File: src/rtl/sfz_pkg.sv
package sfz_pkg;
   localparam int SIG_W       = 4;
   localparam int CFG_EN_BIT  = 4;
   localparam int CFG_FRC_BIT = 3;
   localparam logic [SIG_W-1:0] MASK_D4  = 4'b1100;
   localparam logic [SIG_W-1:0] MASK_ESF = 4'b1111;

   typedef struct packed {
      logic en;
      logic frc;
   } sfz_cfg_t;
endpackage

File: src/rtl/sfz_cfg_reg.sv
module sfz_cfg_reg
   import sfz_pkg::*;
#(
   parameter int                ADDR_W   = 8,
   parameter int                DATA_W   = 8,
   parameter logic [ADDR_W-1:0] CFG_ADDR = 8'h40
) (
   input  logic              clk,
   input  logic              rst_n,
   input  logic              we,
   input  logic [ADDR_W-1:0] addr,
   input  logic [DATA_W-1:0] wdata,
   output sfz_cfg_t          cfg
);
   localparam logic [DATA_W-1:0] KEEP =
      (DATA_W'(1) << CFG_EN_BIT) | (DATA_W'(1) << CFG_FRC_BIT);

   if (DATA_W <= CFG_EN_BIT) begin : g_bad_w
      $error("sfz_cfg_reg: DATA_W too narrow for control bits");
   end

   logic hit;
   assign hit = we && (addr == CFG_ADDR);

   always_ff @(posedge clk or negedge rst_n) begin
      if (!rst_n) begin
         cfg <= '0;
      end else if (hit) begin
         cfg.en  <= wdata[CFG_EN_BIT];
         cfg.frc <= wdata[CFG_FRC_BIT];
      end
   end

   AST_OTHER_ADDR: assert property (@(posedge clk) disable iff (!rst_n)
      (we && addr != CFG_ADDR) |=> $stable(cfg)) else $error("other address wrote cfg");
   AST_RSVD_ZERO: assert property (@(posedge clk) disable iff (!rst_n)
      hit |-> ((wdata & ~KEEP) == '0)) else $error("reserved bits written nonzero");
endmodule

File: src/rtl/sfz_hold_timer.sv
module sfz_hold_timer #(
   parameter  int HOLD_MF = 3,
   localparam int LOAD    = HOLD_MF + 1,
   localparam int CW      = $clog2(LOAD + 1)
) (
   input  logic clk,
   input  logic rst_n,
   input  logic en,
   input  logic evt,
   input  logic mf_start,
   output logic active
);
   if (HOLD_MF < 1) begin : g_bad_hold
      $error("sfz_hold_timer: HOLD_MF must be at least 1");
   end

   logic [CW-1:0] cnt;

   always_ff @(posedge clk or negedge rst_n) begin
      if (!rst_n) begin
         cnt <= '0;
      end else if (!en) begin
         cnt <= '0;
      end else if (evt) begin
         cnt <= CW'(LOAD);
      end else if (mf_start && cnt != '0) begin
         cnt <= cnt - 1'b1;
      end
   end

   assign active = (cnt != '0);

   AST_NO_OVERFLOW: assert property (@(posedge clk) disable iff (!rst_n)
      cnt <= CW'(LOAD)) else $error("hold count overflow");
   AST_REL_ON_BOUNDARY: assert property (@(posedge clk) disable iff (!rst_n)
      $fell(active) |-> ($past(mf_start) || !$past(en))) else $error("release off boundary");
   AST_EN_GATE: assert property (@(posedge clk) disable iff (!rst_n)
      !en |=> !active) else $error("auto freeze while disabled");
endmodule

File: src/rtl/sfz_sig_buffer.sv
module sfz_sig_buffer
   import sfz_pkg::*;
#(
   parameter  int NCH   = 24,
   parameter  int DEPTH = 4,
   localparam int CHW   = $clog2(NCH),
   localparam int PW    = $clog2(DEPTH),
   localparam int OW    = NCH * SIG_W
) (
   input  logic             clk,
   input  logic             rst_n,
   input  logic             mf_start,
   input  logic             we,
   input  logic [CHW-1:0]   chan,
   input  logic [SIG_W-1:0] nib,
   input  logic             esf_mode,
   output logic [OW-1:0]    live
);
   if (NCH < 2) begin : g_bad_nch
      $error("sfz_sig_buffer: NCH must be at least 2");
   end
   if (DEPTH < 2) begin : g_bad_depth
      $error("sfz_sig_buffer: DEPTH must be at least 2");
   end

   logic [SIG_W-1:0] mem [DEPTH][NCH];
   logic [PW-1:0]    wp, wp_nxt, wp_eff, rd;
   logic [SIG_W-1:0] msk, nib_m;

   assign wp_nxt = (wp == PW'(DEPTH - 1)) ? '0 : wp + 1'b1;
   assign wp_eff = mf_start ? wp_nxt : wp;
   assign rd     = wp_nxt;
   assign msk    = esf_mode ? MASK_ESF : MASK_D4;
   assign nib_m  = nib & msk;

   always_ff @(posedge clk or negedge rst_n) begin
      if (!rst_n) begin
         wp <= '0;
         for (int s = 0; s < DEPTH; s++)
            for (int c = 0; c < NCH; c++)
               mem[s][c] <= '0;
      end else begin
         if (mf_start) wp <= wp_nxt;
         if (we && (32'(chan) < NCH)) mem[wp_eff][chan] <= nib_m;
      end
   end

   for (genvar c = 0; c < NCH; c++) begin : g_ch
      assign live[c*SIG_W +: SIG_W] = mem[rd][c] & msk;
   end
endmodule

File: src/rtl/sig_freeze_ctrl.sv
module sig_freeze_ctrl
   import sfz_pkg::*;
#(
   parameter  int                NCH      = 24,
   parameter  int                DEPTH    = 4,
   parameter  int                HOLD_MF  = 3,
   parameter  int                ADDR_W   = 8,
   parameter  int                DATA_W   = 8,
   parameter  logic [ADDR_W-1:0] CFG_ADDR = 8'h40,
   localparam int                CHW      = $clog2(NCH),
   localparam int                OW       = NCH * SIG_W
) (
   input  logic              clk,
   input  logic              rst_n,
   input  logic              mf_start,
   input  logic              sig_we,
   input  logic [CHW-1:0]    sig_chan,
   input  logic [SIG_W-1:0]  sig_nib,
   input  logic              esf_mode,
   input  logic              oof_evt,
   input  logic              los_evt,
   input  logic              slip_evt,
   input  logic              cfg_we,
   input  logic [ADDR_W-1:0] cfg_addr,
   input  logic [DATA_W-1:0] cfg_wdata,
   output logic [OW-1:0]     sig_out,
   output logic              sig_frozen
);
   sfz_cfg_t      cfg;
   logic          any_evt, auto_act;
   logic [OW-1:0] live;

   assign any_evt = oof_evt | los_evt | slip_evt;

   sfz_cfg_reg #(.ADDR_W(ADDR_W), .DATA_W(DATA_W), .CFG_ADDR(CFG_ADDR)) cfg_i (
      .clk(clk), .rst_n(rst_n), .we(cfg_we), .addr(cfg_addr), .wdata(cfg_wdata), .cfg(cfg)
   );

   sfz_hold_timer #(.HOLD_MF(HOLD_MF)) tmr_i (
      .clk(clk), .rst_n(rst_n), .en(cfg.en), .evt(any_evt),
      .mf_start(mf_start), .active(auto_act)
   );

   sfz_sig_buffer #(.NCH(NCH), .DEPTH(DEPTH)) buf_i (
      .clk(clk), .rst_n(rst_n), .mf_start(mf_start), .we(sig_we), .chan(sig_chan),
      .nib(sig_nib), .esf_mode(esf_mode), .live(live)
   );

   assign sig_frozen = cfg.frc | auto_act;

   always_ff @(posedge clk or negedge rst_n) begin
      if (!rst_n)          sig_out <= '0;
      else if (!sig_frozen) sig_out <= live;
   end

   AST_EVT_FREEZE: assert property (@(posedge clk) disable iff (!rst_n)
      (cfg.en && any_evt) |=> sig_frozen) else $error("alarm did not freeze");
   AST_HOLD_OUT: assert property (@(posedge clk) disable iff (!rst_n)
      $past(sig_frozen) |-> $stable(sig_out)) else $error("output moved while frozen");
endmodule

File: config.mk
export PLATFORM = sky130hd
export DESIGN_NAME = sig_freeze_ctrl
export DESIGN_NICKNAME = d
export VERILOG_FILES = /design/src/rtl/sfz_pkg.sv /design/src/rtl/sfz_cfg_reg.sv /design/src/rtl/sfz_hold_timer.sv /design/src/rtl/sfz_sig_buffer.sv /design/src/rtl/sig_freeze_ctrl.sv
export SDC_FILE = /design/constraint.sdc
export NUM_CORES = 1
export LEC_CHECK = 0
export CAP_MARGIN = 20
export CORE_MARGIN = 10
export CORE_UTILIZATION = 59
export CTS_CLUSTER_SIZE = 16
export DETAILED_ROUTE_END_ITERATION = 16
export GPL_TIMING_DRIVEN = 0
export PLACE_DENSITY = 0.78
export SLEW_MARGIN = 20
export SYNTH_ARGS = -nofsm -noshare
export SYNTH_HDL_FRONTEND = slang
export SYNTH_SLANG_ARGS = --single-unit
File: constraint.sdc
create_clock -name clk -period 2.8 [get_ports clk]
set_clock_uncertainty 0.15 [all_clocks]
set_input_delay 0.28 -clock clk [delete_from_list [all_inputs] [get_ports clk]]
set_output_delay 0.28 -clock clk [all_outputs]
set_load 0.1 [all_outputs]
# After elaboration in Yosys (flattened, before gate mapping)
# Cells that the tools add are included.
dict set report word_totals {
  reg_bits 487
  in_bits 34
  output_inout_bits 97
}
dict set report classes {
  add_sub_neg 2
  magnitude_cmp 6
  eq_ne 3
  muxes 14
  bitwise 31
  reduce_logical 6
}
# cell n
set ops {}
lappend ops {{bitwise mux 384 bit} 1}
lappend ops {{two-way mux 96 bit} 3}
lappend ops {{binary-select mux 96 bit (select 2 bit)} 1}
lappend ops {{demux 96 bit (select 2 bit)} 1}
lappend ops {{AND 4 bit} 25}
lappend ops {{demux 4 bit (select 5 bit)} 1}
lappend ops {{two-way mux 3 bit} 3}
lappend ops {{equality test 8 x 7 -> 1 bit, second input constant} 1}
lappend ops {{greater-or-equal comparator 3 bit, second input constant} 2}
lappend ops {{greater-or-equal comparator 6 bit, second input constant} 1}
lappend ops {{< comparator 6 x 1 -> 1 bit, second input constant} 1}
lappend ops {{two-way mux 2 bit} 3}
lappend ops {{inverter 2 -> 3 bit} 2}
lappend ops {{inverter 5 -> 6 bit} 1}
lappend ops {{logical AND 1 bit} 5}
lappend ops {{< comparator 5 bit, second input constant} 1}
lappend ops {{two-way mux 4 bit} 1}
lappend ops {{< comparator 3 x 1 -> 1 bit, second input constant} 1}
lappend ops {{inequality test 3 x 2 -> 1 bit, second input constant} 1}
lappend ops {{OR 1 bit} 3}
lappend ops {{nonzero test 3 bit} 1}
lappend ops {{subtractor 3 x 1 -> 3 bit, second input constant} 1}
lappend ops {{adder 2 x 1 -> 2 bit, second input constant} 1}
lappend ops {{equality test 2 bit, second input constant} 1}

# Longest topological paths before layout
dict set report logic_depth {
  ltp_word 9
  ltp_mapped 9
  ltp_nobuf 7
}

# Modules after synthesis
# From an unflattened synthesis, not the netlist that was laid out.
dict set report hier_totals {
  cells_unflattened 1382
  hier_area_um2 21886.0
}
# mod instances cells_each area_per_inst_um2 seq_area_each_um2
set by_module_without_submodules {}
lappend by_module_without_submodules {sfz_sig_buffer 1 1151 17909.7 9659.3}
lappend by_module_without_submodules {sig_freeze_ctrl 1 205 3691.0 2402.3}
lappend by_module_without_submodules {sfz_hold_timer 1 18 186.4 75.1}
lappend by_module_without_submodules {sfz_cfg_reg 1 8 98.8 50.0}

# Worst setup path after synthesis
# No wires, ideal clock.
dict set report synth_timing {
  path_type {reg-to-reg}
  startpoint {register buf_i.wp[1]}
  endpoint {register buf_i.mem[348] (netlist bit)}
  setup_time_ps 125
  arrival_ps 2021
  required_time_ps 2525
  setup_slack_ps 504
  path_stages_with_launch 8
  synth_period_minus_slack_ps 2296
  path_cell_list {dfrtp_1 -> ha_1 -> buf_2 -> nand2b_1 -> o32a_1 -> buf_4 -> nor2_2 -> mux2_2}
}
dict set report synth_between {
  elab_chain_cells 9
  word_cells_on_any_way 11
}
# item line_no
set synth_rtl {}
lappend synth_rtl {{start: declaration} sfz_sig_buffer.sv:27} ;# logic [PW-1:0] wp, wp_nxt, wp_eff, rd;
lappend synth_rtl {{start signal: assignment} sfz_sig_buffer.sv:43} ;# if (mf_start) wp <= wp_nxt;
lappend synth_rtl {{adder 2 x 1 -> 2 bit / equality test 2 bit (equally long branches)} sfz_sig_buffer.sv:30} ;# assign wp_nxt = (wp == PW'(DEPTH - 1)) ? '0 : wp + 1'b1;
lappend synth_rtl {{two-way mux 2 bit} sfz_sig_buffer.sv:30}
lappend synth_rtl {{two-way mux 2 bit *} sfz_sig_buffer.sv:31} ;# assign wp_eff = mf_start ? wp_nxt : wp;
lappend synth_rtl {{inverter 2 -> 3 bit (implied by the code) *} sfz_sig_buffer.sv:44} ;# if (we && (32'(chan) < NCH)) mem[wp_eff][chan] <= nib_m;
lappend synth_rtl {{greater-or-equal comparator 3 bit (implied by the code) / < comparator 3 x 1 -> 1 bit (equally long branches)} sfz_sig_buffer.sv:44}
lappend synth_rtl {{logical AND 1 bit (implied by the code)} sfz_sig_buffer.sv:44}
lappend synth_rtl {{two-way mux 96 bit (implied by the code)} sfz_sig_buffer.sv:44}
lappend synth_rtl {{demux 96 bit (select 2 bit) *} sfz_sig_buffer.sv:44}
lappend synth_rtl {{bitwise mux 384 bit *} sfz_sig_buffer.sv:44}
lappend synth_rtl {{end signal: indexed assignment} sfz_sig_buffer.sv:44}
lappend synth_rtl {{end: declaration} sfz_sig_buffer.sv:26} ;# logic [SIG_W-1:0] mem [DEPTH][NCH];
# Every way passes the cells marked *; elsewhere a longest branch is shown, timed or not.
# A chain may end at the register's enable or synchronous reset.

# Final worst setup path
dict set report layout_timing {
  startpoint {register buf_i.wp[0]}
  endpoint {register buf_i.mem[312] (netlist bit)}
}
# Same word-level chain as after synthesis.

==> impl_results.html <==
<table>
<tr><th>Metric</th><th>Value</th></tr>
<tr><th colspan="2">STA</th></tr>
<tr><td>Achievable frequency</td><td>365 MHz</td></tr>
<tr><td>Final period util</td><td>97.8%</td></tr>
<tr><td>Final Hold Viols</td><td>0</td></tr>
<tr><td>Unrepaired setup endpoints after global routing</td><td>true</td></tr>
<tr><td>Fin crit period</td><td>2.74 ns</td></tr>
<tr><td>Tightest slew margin relative to the limit</td><td>26.9%</td></tr>
<tr><td>Final setup violation count</td><td>0</td></tr>
<tr><td>Pins over their slew limit</td><td>0</td></tr>
<tr><td>Slew at the pin with the worst max-slew slack</td><td>1.08 ns</td></tr>
<tr><th colspan="2">Clock network</th></tr>
<tr><td>H-tree depth reported by CTS</td><td>2</td></tr>
<tr><td>Largest buffer count on any clock path</td><td>3</td></tr>
<tr><td>Num CTS Buffers</td><td>50</td></tr>
<tr><td>Clock tree from TritonCTS</td><td>built</td></tr>
<tr><td>Clk Tree Root Cell</td><td>sky130_fd_sc_hd__clkbuf_16</td></tr>
<tr><td>Clock Pin Slew Worst Setup and Hold Paths</td><td>0.06 ns</td></tr>
<tr><td>Number of clock sinks</td><td>487</td></tr>
<tr><td>Worst skew pair latency</td><td>0.60 ns</td></tr>
<tr><th colspan="2">Detailed routing</th></tr>
<tr><td>Routed len/inst</td><td>27.2 um</td></tr>
<tr><td>Via-per-instance ratio</td><td>6.28</td></tr>
<tr><td>Number of design rule violations left after detail routing</td><td>0</td></tr>
<tr><td>Number of vias after detailed routing</td><td>13478</td></tr>
<tr><td>Total Routed Length</td><td>58400 um</td></tr>
<tr><td>Number of antenna-violating nets in the routed design</td><td>0</td></tr>
<tr><td>Number of violations reported at the end of detailed-routing iteration 0</td><td>1138</td></tr>
<tr><td>Count of TritonRoute iterations in the first routing pass</td><td>5</td></tr>
<tr><th colspan="2">Synthesis</th></tr>
<tr><td>Combined area of all synthesized cells</td><td>21300 um2</td></tr>
<tr><td>Main flop type after synthesis</td><td>sky130_fd_sc_hd__dfrtp_1</td></tr>
<tr><td>Number of instances in the synthesized netlist</td><td>1461</td></tr>
<tr><td>Proportion of synthesized chip area in sequential cells</td><td>57.3%</td></tr>
<tr><td>Post-synthesis cell type count</td><td>46</td></tr>
<tr><td>Net count of the mapped netlist</td><td>1498</td></tr>
<tr><td>Fraction of registers with async set/reset</td><td>100%</td></tr>
<tr><td>Syn avg cell area</td><td>14.6 um2</td></tr>
<tr><td>Number of synthesized flops with an enable pin</td><td>0</td></tr>
<tr><td>Number of synthesized register bits</td><td>487</td></tr>
<tr><td>Count of warnings emitted by yosys</td><td>0</td></tr>
<tr><th colspan="2">Floorplan</th></tr>
<tr><td>Die Outline Area</td><td>44100 um2</td></tr>
<tr><td>Die Span Y</td><td>210 um</td></tr>
<tr><td>Effective utilization at floorplan</td><td>59.8%</td></tr>
<tr><td>Number of placement rows</td><td>69</td></tr>
<tr><td>Top-level port count</td><td>131</td></tr>
<tr><td>Placeable core region</td><td>35600 um2</td></tr>
<tr><td>Width of the die</td><td>210 um</td></tr>
<tr><th colspan="2">Setup path</th></tr>
<tr><td>Worst setup EP type</td><td>flop</td></tr>
<tr><td>Cells on worst reg2reg path</td><td>7</td></tr>
<tr><td>Worst r2r dst</td><td>buf_i.mem[312]</td></tr>
<tr><td>Data required time at the worst endpoint</td><td>3.13 ns</td></tr>
<tr><td>Worst EP arrival</td><td>3.06 ns</td></tr>
<tr><td>Highest-delay cell along the critical path</td><td>sky130_fd_sc_hd__dfrtp_1</td></tr>
<tr><td>Largest driver fanout on the critical path</td><td>10</td></tr>
<tr><td>Buffer and inverter count on the worst path</td><td>2</td></tr>
<tr><td>Cell class contributing the biggest share of worst-path delay</td><td>simple AND/OR/NAND/NOR gates</td></tr>
<tr><td>Beginning of the worst register-to-register path</td><td>buf_i.wp[0]</td></tr>
<tr><td>Register-to-Register Setup Slack</td><td>0.06 ns</td></tr>
<tr><td>Class of the most critical setup path</td><td>flop to flop</td></tr>
<tr><td>Delay of the slowest cell on the worst path</td><td>0.46 ns</td></tr>
<tr><td>Critical path, cell by cell</td><td>ha_1 &gt; buf_2 &gt; nand2b_1 &gt; o32a_2 &gt; buf_4 &gt; nor2_2 &gt; mux2_2</td></tr>
<tr><td>Critical Path Source Type</td><td>flop</td></tr>
<tr><th colspan="2">Final layout</th></tr>
<tr><td>Area Overhead vs Synth</td><td>17.4%</td></tr>
<tr><td>Total of fill cells in the finished design</td><td>2418</td></tr>
<tr><td>Post-route cell area</td><td>25000 um2</td></tr>
<tr><td>Final nets</td><td>1680</td></tr>
<tr><td>Share of final-layout standard cells stronger than drive strength 1</td><td>38.8%</td></tr>
<tr><td>Final core utilization</td><td>70.2%</td></tr>
<tr><th colspan="2">Job</th></tr>
<tr><td>Number of max-cap violations</td><td>0</td></tr>
<tr><th colspan="2">Status</th></tr>
<tr><td>Result of the run</td><td>finished clean</td></tr>
<tr><th colspan="2">Global routing</th></tr>
<tr><td>Number of global-route vias before repair</td><td>14333</td></tr>
<tr><td>Antenna violations before repair</td><td>2</td></tr>
<tr><td>Global-route wire length before repair</td><td>89800 um</td></tr>
<tr><td>Pin count of the biggest net entering global routing</td><td>102</td></tr>
<tr><td>Total track usage</td><td>26.8%</td></tr>
<tr><td>Total grt overflow</td><td>0</td></tr>
<tr><th colspan="2">Power</th></tr>
<tr><td>Int Pwr</td><td>15.6 mW</td></tr>
<tr><td>Power share of the sequential group</td><td>36.2%</td></tr>
<tr><td>Peak supply drop</td><td>0.000844 V</td></tr>
<tr><td>Net switching share of the total power</td><td>38.2%</td></tr>
<tr><td>Power per Cell Area</td><td>1010 nW/um2</td></tr>
<tr><td>Leakage power summed over all cells</td><td>11.8 nW</td></tr>
<tr><td>Clock Power Share</td><td>26.9%</td></tr>
<tr><td>Switching component of the power</td><td>9.63 mW</td></tr>
<tr><td>Combinational power share</td><td>36.9%</td></tr>
<tr><th colspan="2">Placed design</th></tr>
<tr><td>Final RePlAce weighted congestion</td><td>0.884</td></tr>
<tr><td>Post-detailed-placement half-perimeter wirelength</td><td>39200 um</td></tr>
<tr><td>Count of input and output buffers</td><td>122</td></tr>
<tr><td>Area of placed instances</td><td>23200 um2</td></tr>
<tr><th colspan="2">Hold path</th></tr>
<tr><td>Tightest Hold Check Type</td><td>input pin to asynchronous set/reset pin</td></tr>
</table>
[cell usage after synthesis (all sizes together), types with 3 or more instances]
| master | instances | area [um2] |
|---|---|---|
| inv | 5 | 18.8 |
| clkbuf | 64 | 240 |
| nand2 | 213 | 800 |
| and2 | 7 | 43.8 |
| and4bb | 3 | 37.5 |
| and4b | 3 | 30.0 |
| nand4b | 3 | 26.3 |
| mux2 | 386 | 4350 |
| mux4 | 96 | 2160 |
| buf | 35 | 293 |
| nand2b | 4 | 25.0 |
| a22o | 48 | 420 |
| dfrtp | 487 | 12200 |
| nand3 | 3 | 15.0 |
| ha | 3 | 37.5 |
| nor2 | 73 | 349 |
[power groups by stage]
stage                     clock [mW]  sequential, mW  combinational (mW)
after global placement             0            9.18                9.12
after global routing            7.10            9.29                9.70
after floorplan                    0            11.9                3.93
after CTS                       6.83            9.13                9.33
after detailed placement           0            9.23                9.28
final                           6.78            9.15                9.31
[layout by cell type, fill, tap and decap left out, drive strengths merged, types with 3 or more instances in the layout]
cell type / synthesis / routed
a22o: 48 / 48
and2: 7 / 7
and4b: 3 / 3
and4bb: 3 / 3
buf: 35 / 44
clkbuf: 64 / 145
clkdlybuf4s50: 0 / 120
clkinv: 0 / 7
dfrtp: 487 / 487
ha: 3 / 3
inv: 5 / 6
mux2: 386 / 386
mux4: 96 / 96
nand2: 213 / 213
nand2b: 4 / 4
nand3: 3 / 3
nand4b: 3 / 3
nor2: 73 / 73
[layout make-up]
class                   count  area [um2]  area share, %
diodes                      2        5.00         0.0200
plain buffers              99         541           2.16
clock buffers              81        1570           6.28
clock inverters            10         104          0.416
inverters                   5        18.8         0.0751
multi-input cells         870        8580           34.4
flip-flops and latches    487       12200           48.8
well taps                 461         577           2.31
repair buffers            130        1390           5.57
[what timing repair did]
action | in CTS | in global routing
setup endpoints to repair | 39 | 53
gates cloned | 0 | 0
pin swaps | 0 | 1
hold buffers | 1 | 0
endpoints found under the hold margin | 134 | 0
buffers inserted | 0 | 2
resized for setup | 15 | 9
[logic make-up after synthesis]
family	count (synthesis)	synth area share, %
simple gates	324	6.75
mux	482	30.6
xor+xnor	2	0.0823
compound gates	59	2.55
buf+inv	104	2.59
fa+ha+maj	3	0.176
flops	487	57.3
[layer usage]
metal	up-vias	share of wire, %	global-route usage, %
li1	5635	-	-
met1	7154	40	35.4
met2	543	49	42.9
met3	146	7.0	4.92
met4	0	4.1	11.9
met5	-	0	0
[worst max-delay path by stage]
stage | start | to | depth (start not counted)
after floorplan | buf_i.wp[1] | buf_i.mem[348] | 7
after global placement | rst_n | sig_out[2] | 1
after detailed placement | tmr_i.cnt[0] | sig_frozen | 7
after CTS | buf_i.wp[0] | buf_i.mem[346] | 7
after global routing | buf_i.wp[0] | buf_i.mem[42] | 6
final | buf_i.wp[0] | buf_i.mem[312] | 7
[registers in the layout, summed over array words and instances, names as in the netlist]
name,cells
cfg_i.cfg,2
tmr_i.cnt,3
buf_i.mem,384
sig_out,96
buf_i.wp,2
[per-stage QoR]
step | hold slack, ns | power [mW] | cells | setup TNS (ns) | setup WS [ns]
2_1_floorplan | -0.166 | 15.8 | 1461 | 0 | 0.504
3_5_place_dp | 0.126 | 18.5 | 2049 | -25.30 | -0.594
5_1_grt | 0.144 | 26.1 | 2145 | -0.0363 | -0.00845
6_report | 0.0793 | 25.2 | 2145 | 0 | 0.0620
4_1_cts | 0.0919 | 25.3 | 2141 | 0 | 0.00874
3_3_place_gp | 0.309 | 18.3 | 2044 | -9504.02 | -19.52
Power figures use the tool's default switching activity.
